==> src/rtl/lsc_pkg.sv <==
package lsc_pkg;

    typedef enum logic [1:0] {
        SD_FORCE   = 2'b00,
        SD_RELEASE = 2'b01,
        SD_THDIS   = 2'b10,
        SD_RSVD    = 2'b11
    } sd_mode_e;

    function automatic logic sd_forces_off(input logic [1:0] code);
        return (code == SD_FORCE) || (code == SD_RSVD);
    endfunction

    function automatic logic sd_masks_thermal(input logic [1:0] code);
        return code == SD_THDIS;
    endfunction

endpackage

==> src/rtl/lsc_mode_stage.sv <==
module lsc_mode_stage #(
    parameter int MODE_W = 3,
    parameter int N_SW   = 4
) (
    input  logic              clk,
    input  logic              rst_n,
    input  logic [MODE_W-1:0] mode_sel,
    input  logic              latch_en,
    output logic [N_SW-1:0]   tgt_pat
);
    typedef struct packed {
        logic [MODE_W-1:0] mode;
    } stage_t;

    stage_t st_d, st_q;
    logic [MODE_W-1:0] eff_mode;

    always_comb begin
        st_d = st_q;
        if (!latch_en) st_d.mode = mode_sel;
        eff_mode = latch_en ? st_q.mode : mode_sel;
    end

    always_ff @(posedge clk or negedge rst_n) begin
        if (!rst_n) st_q <= '0;
        else        st_q <= st_d;
    end

    for (genvar i = 0; i < N_SW; i++) begin : g_dec
        assign tgt_pat[i] = (eff_mode == MODE_W'(i + 1));
    end

    // captured code is frozen while the latch is held
    assert_latch_hold_R3: assert property (@(posedge clk) disable iff (!rst_n)
        latch_en |=> st_q.mode == $past(st_q.mode));

endmodule

==> src/rtl/lsc_batt_mon.sv <==
module lsc_batt_mon #(
    parameter int BATT_W      = 16,
    parameter int BATT_OFF_MV = -10000,
    parameter int BATT_ON_MV  = -15000
) (
    input  logic                     clk,
    input  logic                     rst_n,
    input  logic                     batt_present,
    input  logic signed [BATT_W-1:0] batt_mv,
    output logic                     ok_d,
    output logic                     ok_q
);
    localparam logic signed [BATT_W-1:0] OFF_LIM = BATT_OFF_MV[BATT_W-1:0];
    localparam logic signed [BATT_W-1:0] ON_LIM  = BATT_ON_MV[BATT_W-1:0];

    typedef struct packed {
        logic ok;
    } mon_t;

    mon_t m_d, m_q;
    logic too_high, low_enough;

    always_comb begin
        too_high   = batt_mv > OFF_LIM;
        low_enough = batt_mv < ON_LIM;
        m_d = m_q;
        if (!batt_present || too_high) m_d.ok = 1'b0;
        else if (low_enough)           m_d.ok = 1'b1;
    end

    always_ff @(posedge clk or negedge rst_n) begin
        if (!rst_n) m_q <= '0;
        else        m_q <= m_d;
    end

    assign ok_d = m_d.ok;
    assign ok_q = m_q.ok;

    // between the limits the state is kept
    assert_hyst_hold_R9: assert property (@(posedge clk) disable iff (!rst_n)
        (batt_present && batt_mv <= OFF_LIM && batt_mv >= ON_LIM) |=> ok_q == $past(ok_q));

    // a sample above the upper limit always faults
    assert_high_fault_R9: assert property (@(posedge clk) disable iff (!rst_n)
        (batt_present && batt_mv > OFF_LIM) |=> !ok_q);

    // no battery means a fault
    assert_loss_fault_R8: assert property (@(posedge clk) disable iff (!rst_n)
        !batt_present |=> !ok_q);

endmodule

==> src/rtl/line_switch_ctrl.sv <==
module line_switch_ctrl
    import lsc_pkg::*;
#(
    parameter int MODE_W      = 3,
    parameter int N_SW        = 4,
    parameter int BATT_W      = 16,
    parameter int BATT_OFF_MV = -10000,
    parameter int BATT_ON_MV  = -15000
) (
    input  logic                     clk,
    input  logic                     rst_n,
    input  logic [MODE_W-1:0]        mode_sel,
    input  logic                     latch_en,
    input  logic [1:0]               sd_ctl,
    input  logic                     therm_fault,
    input  logic                     zero_cross,
    input  logic                     batt_present,
    input  logic signed [BATT_W-1:0] batt_mv,
    output logic [N_SW-1:0]          sw_en,
    output logic                     ring_pend,
    output logic                     all_off
);
    localparam int RING = N_SW - 1;

    typedef struct packed {
        logic [N_SW-1:0] sw_en;
        logic            ring_pend;
        logic            all_off;
    } ctl_t;

    ctl_t c_d, c_q;
    logic [N_SW-1:0] tgt_pat;
    logic batt_ok_d, batt_ok_q;
    logic force_off, therm_mask, kill;

    lsc_mode_stage #(.MODE_W(MODE_W), .N_SW(N_SW)) u_stage (
        .clk(clk), .rst_n(rst_n), .mode_sel(mode_sel),
        .latch_en(latch_en), .tgt_pat(tgt_pat)
    );

    lsc_batt_mon #(.BATT_W(BATT_W), .BATT_OFF_MV(BATT_OFF_MV), .BATT_ON_MV(BATT_ON_MV)) u_batt (
        .clk(clk), .rst_n(rst_n), .batt_present(batt_present),
        .batt_mv(batt_mv), .ok_d(batt_ok_d), .ok_q(batt_ok_q)
    );

    always_comb begin
        force_off  = sd_forces_off(sd_ctl);
        therm_mask = sd_masks_thermal(sd_ctl);
        kill       = force_off | ~batt_ok_d | (therm_fault & ~therm_mask);

        c_d = c_q;
        c_d.sw_en = tgt_pat;
        if (c_q.sw_en[RING] && !tgt_pat[RING] && !zero_cross)
            c_d.sw_en[RING] = 1'b1;
        if (kill)
            c_d.sw_en = '0;
        c_d.ring_pend = c_d.sw_en[RING] & ~tgt_pat[RING];
        c_d.all_off   = ~|c_d.sw_en;
    end

    always_ff @(posedge clk or negedge rst_n) begin
        if (!rst_n) begin
            c_q.sw_en     <= '0;
            c_q.ring_pend <= 1'b0;
            c_q.all_off   <= 1'b1;
        end else begin
            c_q <= c_d;
        end
    end

    assign sw_en     = c_q.sw_en;
    assign ring_pend = c_q.ring_pend;
    assign all_off   = c_q.all_off;

    // shutdown force-off wins over everything
    assert_force_off_R4: assert property (@(posedge clk) disable iff (!rst_n)
        (sd_ctl == SD_FORCE || sd_ctl == SD_RSVD) |=> sw_en == '0);

    // battery loss opens every switch
    assert_batt_loss_R8: assert property (@(posedge clk) disable iff (!rst_n)
        !batt_present |=> sw_en == '0);

    // unmasked thermal fault opens every switch
    assert_therm_off_R5: assert property (@(posedge clk) disable iff (!rst_n)
        (sd_ctl == SD_RELEASE && therm_fault) |=> sw_en == '0);

    // ringing switch held on until a zero-crossing unless killed
    assert_ring_hold_R7: assert property (@(posedge clk) disable iff (!rst_n)
        (sw_en[RING] && !zero_cross && batt_ok_d &&
         (sd_ctl == SD_THDIS || (sd_ctl == SD_RELEASE && !therm_fault))) |=> sw_en[RING]);

    // zero-crossing releases a dropped ringing switch
    assert_ring_release_R6: assert property (@(posedge clk) disable iff (!rst_n)
        (sw_en[RING] && zero_cross && !tgt_pat[RING]) |=> !sw_en[RING] && !ring_pend);

    // outside a pending ringing release at most one switch is closed
    assert_onehot_R2: assert property (@(posedge clk) disable iff (!rst_n)
        !ring_pend |-> $onehot0(sw_en));

    // status agrees with the enables
    assert_all_off_R10: assert property (@(posedge clk) disable iff (!rst_n)
        all_off == (sw_en == '0));

endmodule

==> config.mk <==
export PLATFORM = sky130hd
export DESIGN_NAME = line_switch_ctrl
export DESIGN_NICKNAME = d
export VERILOG_FILES = /design/src/rtl/lsc_pkg.sv /design/src/rtl/lsc_mode_stage.sv /design/src/rtl/lsc_batt_mon.sv /design/src/rtl/line_switch_ctrl.sv
export SDC_FILE = /design/constraint.sdc
export NUM_CORES = 1
export LEC_CHECK = 0
export BUFFER_PORTS_ARGS = -buffer_cell sky130_fd_sc_hd__buf_4
export CORE_AREA = 2 2 39 41
export DETAILED_ROUTE_END_ITERATION = 12
export DIE_AREA = 0 0 41 43
export PLACE_DENSITY_LB_ADDON = 0.3
export SLEW_MARGIN = 20
export SYNTH_ARGS = -nofsm -noshare
export SYNTH_HDL_FRONTEND = slang
export SYNTH_SLANG_ARGS = --single-unit
==> constraint.sdc <==
create_clock -name clk -period 2 [get_ports clk]
set_input_delay 0.4 -clock clk [delete_from_list [all_inputs] [get_ports clk]]
set_output_delay 0.4 -clock clk [all_outputs]
set_load 0.1 [all_outputs]
# Word-level counts from Yosys, hierarchy flattened
# Cells that the tools add are included.
# W data, S select, Z words.
totals:
  reg_bits: 10
  input_bits: 27
op_classes:
  order_cmp: 2
  n_eq_ne: 6
  mux: 5
  n_bitwise: 7
  n_reduce_logical: 10
ops:
  columns: ["op", "n"]
  rows:
  - ["$gt A16 B15 Y1 const B", 1]
  - ["$lt A16 B15 Y1 const B", 1]
  - ["$eq A3 B2 Y1 const B", 2]
  - ["$eq A2 B2 Y1 const B", 2]
  - ["$logic_not A1 Y1", 4]
  - ["$mux W4", 1]
  - ["$reduce_or A4 Y1", 1]
  - ["$eq A3 B1 Y1 const B", 1]
  - ["$eq A3 B3 Y1 const B", 1]
  - ["$mux W1", 3]
  - ["$mux W3", 1]
  - ["$not A1 Y1", 3]
  - ["$and A1 B1 Y1", 2]
  - ["$logic_and A1 B1 Y1", 2]
  - ["$logic_not A2 Y1", 1]
  - ["$logic_or A1 B1 Y1", 2]
  - ["$or A1 B1 Y1", 2]

# Depth between registers and ports, before layout
# Gate-level depths: netlist of run 1.
logic_depth:
  word_depth: 9
  mapped_depth: 6
  depth_no_buf: 6

# By module
# A second synthesis of run 1 with hierarchy kept.
hier_totals:
  cells_unflattened: 46
  hier_area_um2: 539.3
by_module_without_submodules:
  columns: ["mod", "n_inst", "cells_each", "area_each_um2"]
  rows:
  - ["line_switch_ctrl", 1, 18, 261.5]
  - ["lsc_mode_stage", 1, 13, 158.9]
  - ["lsc_batt_mon", 1, 15, 118.9]

# Worst setup path before layout of run 1
# No wires, ideal clock.
synth_path:
  path_type: "input to register"
  from: "input port batt_mv[3]"
  to: "register all_off (netlist name)"
  arrival_time_ns: 1.449
  setup_slack_ns: 0.467
  stages: 4
  path_cell_list: "nor4_2 o21ai_1 a311o_2 a311o_1"
synth_rtl:
  columns: ["item", "line_no", "rtl"]
  rows:
  - ["start: declaration", "line_switch_ctrl.sv:18", "input logic signed [BATT_W-1:0] batt_mv,"]

==> impl_metrics.yaml, run 1 <==
status:
  status: "finished clean"
pwr:
  leakage_nw: 0.3906
  irDropWorstVdd_uv: 572.6
  p_switching_w: 0.0001160
  combPwrFrac_pct: 20.2
  sequentialPowerShare_pct: 43.4
  power_density_mw_per_mm2: 603.0
  swShare_pct: 23.72
  clkPwrFrac_pct: 36.4
  p_int_w: 0.0003729
placed_design:
  numPortBuffers: 32
  dp_cells: 91
  place_hpwl_um: 981.8
  gp_congestion: 0.6904
yosys:
  synth_enable_flop_cells: 0
  yosysSeqAreaShare_pct: 49.88
  synth_cell_types: 23
  synth_nets: 71
  yosys_warnings: 0
  avgSynthCellArea_sq_um: 11.73
  yosys.area.top_type: "dfrtp_1"
  netlist_instances: 43
  synth_top_area_share_pct: 44.67
  synth_seq_cells: 10
  synth_area_leaders: "dfrtp_1 (45%), nor4_2 (7.4%), dfstp_2 (5.2%), mux2_2 (4.5%), o211ai_1 (4.5%)"
  ys_async_sr_fraction_pct: 100.0
  synth_area_sq_um: 504.2
  synth_flop_cell: "dfrtp_1"
  synthTopCellsByCount: "dfrtp_1 (9), inv_1 (4), nand2b_1 (3), nor4_2 (3), o211ai_1 (3)"
  synthMostInstantiatedCell: "dfrtp_1"
floorplan:
  dieArea_sq_mm: 0.001763
  start_util_pct: 36.44
  die_height_um: 43
  core_area_sq_mm: 0.001384
  rows: 14
  dieWidth_um: 41
  ios: 33
clocking:
  cts_tree: "built"
  cts_num_sinks: 10
  clk_pin_slew_ns: 0.07
  cts_setup_buffers: 0
  h-tree-depth: 1
  clock_latency_ns: 0.26
  numCtsBuffers: 3
  post_cts_resized: 0
  cts_hold_buf: 1
  cts.path.max_buffers: 2
  clock-root-buffer: "clkbuf_4"
critical_path:
  critPathArrivalTime_ns: 1.66
  endpoint_kind: "flip-flop"
  crit_fanout: 7
  cp-start-kind: "input pin"
  required_ns: 2.19
  crit_type: "input pin to flip-flop"
sta:
  period_minus_slack_ns: 1.472
  max_slew_margin_pct: 80.30
  skew_ns: 0.005940
  rsz0062_at_grt: "no"
  setup_viol: 0
  max_freq_mhz: 679.1
  slew_viol_final: 0
  min_period_over_period_pct: 73.62
  finalHoldViolations: 0
  tightestPinTransition_ns: 0.2872
  fin_setup_tns_ns: 0
routing:
  wl_per_cell_um: 12.22
  drc: 0
  vias: 465
  drtIter0Drc: 2
  antenna_left: 0
  dr.pass1.iters: 2
  drt-total-wl_um: 1173
  vias_per_cell: 4.844
min_path:
  hold_class: "input pin to flip-flop"
grt:
  grt_pass1_vias: 497
  grt-ovfl-total: 0
  grt_max_degree: 11
  grt_pass1_wl_um: 2049
  grt_use_total_pct: 17.82
  antenna_found_initial: 0
cells_and_area:
  layout-drive-gt1-share_pct: 56.25
  n_antenna_cell: 0
  syn_to_final_growth_pct: 60.79
  fin_nets: 109
  stdcell_count: 96
run:
  cap_violations: 0
## through the flow
step                      setup WS (ns)  total power (W)  hold slack [ns]  area [sq um]  util [%]
after detailed placement         0.2250        0.0003137           0.2366         764.5     55.24
after floorplan                  0.4673        0.0002565           0.1044         504.2         -
final                            0.5275        0.0004889           0.4475         810.8     58.59
after CTS                        0.5138        0.0004985           0.4347         810.8     58.59
after global routing             0.4093        0.0005159           0.4365         810.8     58.59
after global placement           0.2467        0.0003095           0.2327         764.5     55.24
## layout by cell type, fill, tap and decap left out, types with 2 or more instances in the layout
cell type / instances
a211oi_1: 2
buf_4: 32
clkbuf_4: 3
dfrtp_1: 9
inv_1: 4
mux2_2: 2
nand2b_1: 3
nor3_1: 2
nor4_2: 3
o211ai_1: 3
## path summary, 6_finish.rpt
path | from | end | slack (ns) | depth (start not counted)
hold reg to reg | u_stage.st_q[1] | u_stage.st_q[1] | 0.56 | 1
setup / recovery | batt_mv[13] | all_off | 0.53 | 5
min in group asynchronous | rst_n | u_stage.st_q[2] | 0.49 | 2
max in group asynchronous | rst_n | all_off | 1.29 | 2
setup reg to reg | u_stage.st_q[0] | all_off | 0.55 | 3
hold / removal | mode_sel[0] | u_stage.st_q[0] | 0.45 | 2
## worst max-delay path: stages
cell	delay, ns
buf_4	0.12
nor4_1	0.27
o21ai_1	0.10
a311o_2	0.48
a311o_1	0.30
## per-layer routing
metal	vias up	track usage (%)	part of all wire, %
li1	240	-	-
met1	210	19.87	37
met2	15	27.81	57
met3	0	7.853	5.8
met4	0	8.000	0
met5	-	0	0
## flip-flops by register name, summed over array words and instances, names as in the netlist
| signal | count |
|---|---|
| sw_en | 4 |
| u_stage.st_q | 3 |
| all_off | 1 |
| u_batt.ok_q | 1 |
| ring_pend | 1 |
## cells by family (layout without fill, tap and decap cells)
group | after synthesis | count (layout) | share of synthesized area, %
AO/OA/AOI/OAI | 11 | 11 | 16.87
flip-flops | 10 | 10 | 49.88
adder cells (fa/ha/maj) | 1 | 1 | 2.481
buffers and inverters | 4 | 41 | 2.977
multiplexers | 3 | 3 | 6.451
AND/OR/NAND/NOR | 14 | 14 | 21.34
## power by group through the flow
stage                     Combinational [W]  Sequential (W)  Clock, W
after floorplan                   0.0000356        0.000221         0
after global placement            0.0000942        0.000215         0
after detailed placement          0.0000975        0.000216         0
after CTS                         0.0000998        0.000212  0.000186
after global routing               0.000109        0.000213  0.000195
final                             0.0000986        0.000212  0.000178
## cell type report
class | instances | area (sq um)
clock buffers | 4 | 36.28
fillers | 133 | 573.1
inverters | 4 | 15.01
multi-input cells | 29 | 237.7
flip-flops and latches | 10 | 251.5
well taps | 16 | 20.02
repair buffers | 33 | 250.2
(Power assumes the default switching activity.)
==> inputs of run 2 (changes only) <==
--- a/config.mk
+++ b/config.mk
@@ -6,9 +6,9 @@
 export NUM_CORES = 1
 export LEC_CHECK = 0
 export BUFFER_PORTS_ARGS = -buffer_cell sky130_fd_sc_hd__buf_4
-export CORE_AREA = 2 2 39 41
+export CORE_MARGIN = 2
+export CORE_UTILIZATION = 35
 export DETAILED_ROUTE_END_ITERATION = 12
-export DIE_AREA = 0 0 41 43
 export PLACE_DENSITY_LB_ADDON = 0.3
 export SLEW_MARGIN = 20
 export SYNTH_ARGS = -nofsm -noshare
==> constraint.sdc (replaced) <==
create_clock -name clk -period 1.21 [get_ports clk]
set_input_delay 0.242 -clock clk [delete_from_list [all_inputs] [get_ports clk]]
set_output_delay 0.242 -clock clk [all_outputs]
set_load 0.1 [all_outputs]
==> impl_metrics.yaml, run 2 (synthesized netlist as in run 1, its figures left out) <==
status:
  status: "complete, but fails checks"
  violations: "negative setup slack"
sta:
  setup_ws_ns: -0.1439
  min_period_over_period_pct: 111.9
  period_minus_slack_ns: 1.354
  setup_viol: 5
  max_slew_margin_pct: 79.93
  slew_viol_final: 0
  fin_setup_tns_ns: -0.3263
  rsz0062_at_grt: "yes"
  skew_ns: 0.002421
  finalHoldViolations: 0
  tightestPinTransition_ns: 0.2927
  max_freq_mhz: 738.6
clocking:
  cts.path.max_buffers: 2
  numCtsBuffers: 3
  clk_pin_slew_ns: 0.07
  h-tree-depth: 1
  cts_num_sinks: 10
  clock-root-buffer: "clkbuf_4"
  cts_tree: "built"
  clock_latency_ns: 0.26
cells_and_area:
  layout_common_cells: "buf_4 (36), dfrtp_1 (8), inv_1 (4)"
  top_register: "sw_en"
  n_antenna_cell: 0
  layout-drive-gt1-share_pct: 64.71
  fin_nets: 114
  largestRegisters: "sw_en: 4 flops, u_stage.st_q: 3 flops"
  final_common_cell: "buf_4"
  final_area_sq_um: 890.9
  largest_register_ffs: 4
  syn_to_final_growth_pct: 76.67
  nFillCells: 99
critical_path:
  path_cells: "mux2_4, or3_4, a311o_1"
  critPathArrivalTime_ns: 1.54
  cp_slowest_cell: "or3_4"
  critPathMaxStageDelay_ns: 0.39
  crit_type: "flip-flop to flip-flop"
  reg2reg_slack_ns: -0.14
  endpoint_kind: "flip-flop"
  cp-start-kind: "flip-flop"
  crit_fanout: 3
  required_ns: 1.40
grt:
  grt_use_total_pct: 15.56
  grt_pass1_wl_um: 2097
  grt-ovfl-total: 0
  grt_pass1_vias: 486
  grt_max_degree: 11
  antenna_found_initial: 0
pwr:
  leakage_nw: 0.4316
  irDropWorstVdd_uv: 639.9
  power_density_mw_per_mm2: 958.0
  finalPower_w: 0.0008534
floorplan:
  core_area_sq_mm: 0.001318
  ios: 33
  start_util_pct: 38.27
  die_height_um: 41.96
  dieWidth_um: 41.96
  rows: 13
  dieArea_sq_mm: 0.001760
routing:
  drt-total-wl_um: 1338
  antenna_left: 0
  drc: 0
  dr.pass1.iters: 4
  wl_per_cell_um: 13.38
  vias_per_cell: 5.200
  vias: 520
  drtIter0Drc: 8
placed_design:
  gp_congestion: 0.8228
  pre_cts_ws_ns: -0.3173
  numPortBuffers: 32
  placed_cell_area_sq_um: 807.0
  place_hpwl_um: 998.9
min_path:
  hold_class: "input pin to flip-flop"
run:
  cap_violations: 0
run 2: where the power goes:
part	switching (W)	internal (W)
Clock	0.000115	0.000182
Combinational	0.0000888	0.000116
Sequential	0.00000379	0.000347
Total	0.000208	0.000645
run 2: final timing paths:
path / start / endpoint / cells after the start
min: mode_sel[2] / u_stage.st_q[2] / 3
max in group asynchronous: rst_n / all_off / 2
min reg2reg: u_stage.st_q[2] / u_stage.st_q[2] / 2
max: u_stage.st_q[0] / all_off / 3
min in group asynchronous: rst_n / u_stage.st_q[2] / 2
max reg2reg: u_stage.st_q[0] / all_off / 3
run 2: routing by layer:
layer	global-route usage, %	wire length [um]	vias to the layer above
met1	19.51	550	246
met3	4.783	134	0
met4	5.806	0	0
met5	0	0	-
met2	25.00	653	26
li1	-	-	248
run 2: per-stage QoR:
| step | hold WS, ns | util, % | std cells |
|---|---|---|---|
| after floorplan | -0.05359 | - | 43 |
| after global placement | 0.07734 | 61.25 | 94 |
| after detailed placement | 0.07579 | 61.25 | 94 |
| after CTS | 0.3038 | 65.72 | 99 |
| after global routing | 0.3316 | 67.62 | 100 |
| final | 0.3223 | 67.62 | 100 |
run 2: worst max-delay path: cells and delay by family (launching register included):
kind / cells / cell delay, ns
and+or+nand+nor: 1 / 0.39
AOI/OAI and AO/OA: 1 / 0.27
DFF: 1 / 0.37
muxes: 1 / 0.26
run 2: area by class of cell:
| type | count | area [sq um] | share of cell area (%) |
|---|---|---|---|
| flip-flops and latches | 10 | 252.7 | 28.37 |
| inverters | 4 | 15.01 | 1.685 |
| well taps | 15 | 18.77 | 2.107 |
| clock buffers | 4 | 36.28 | 4.073 |
| repair buffers | 38 | 300.3 | 33.71 |
| multi-input cells | 29 | 267.8 | 30.06 |
run 2: timing repair:
item	CTS	global route
setup endpoints to repair	4	8
resized for setup	3	3
setup buffers	0	1
gates cloned	0	0
hold buffers	1	0
hold endpoints to repair	10	0
pin swaps	0	2
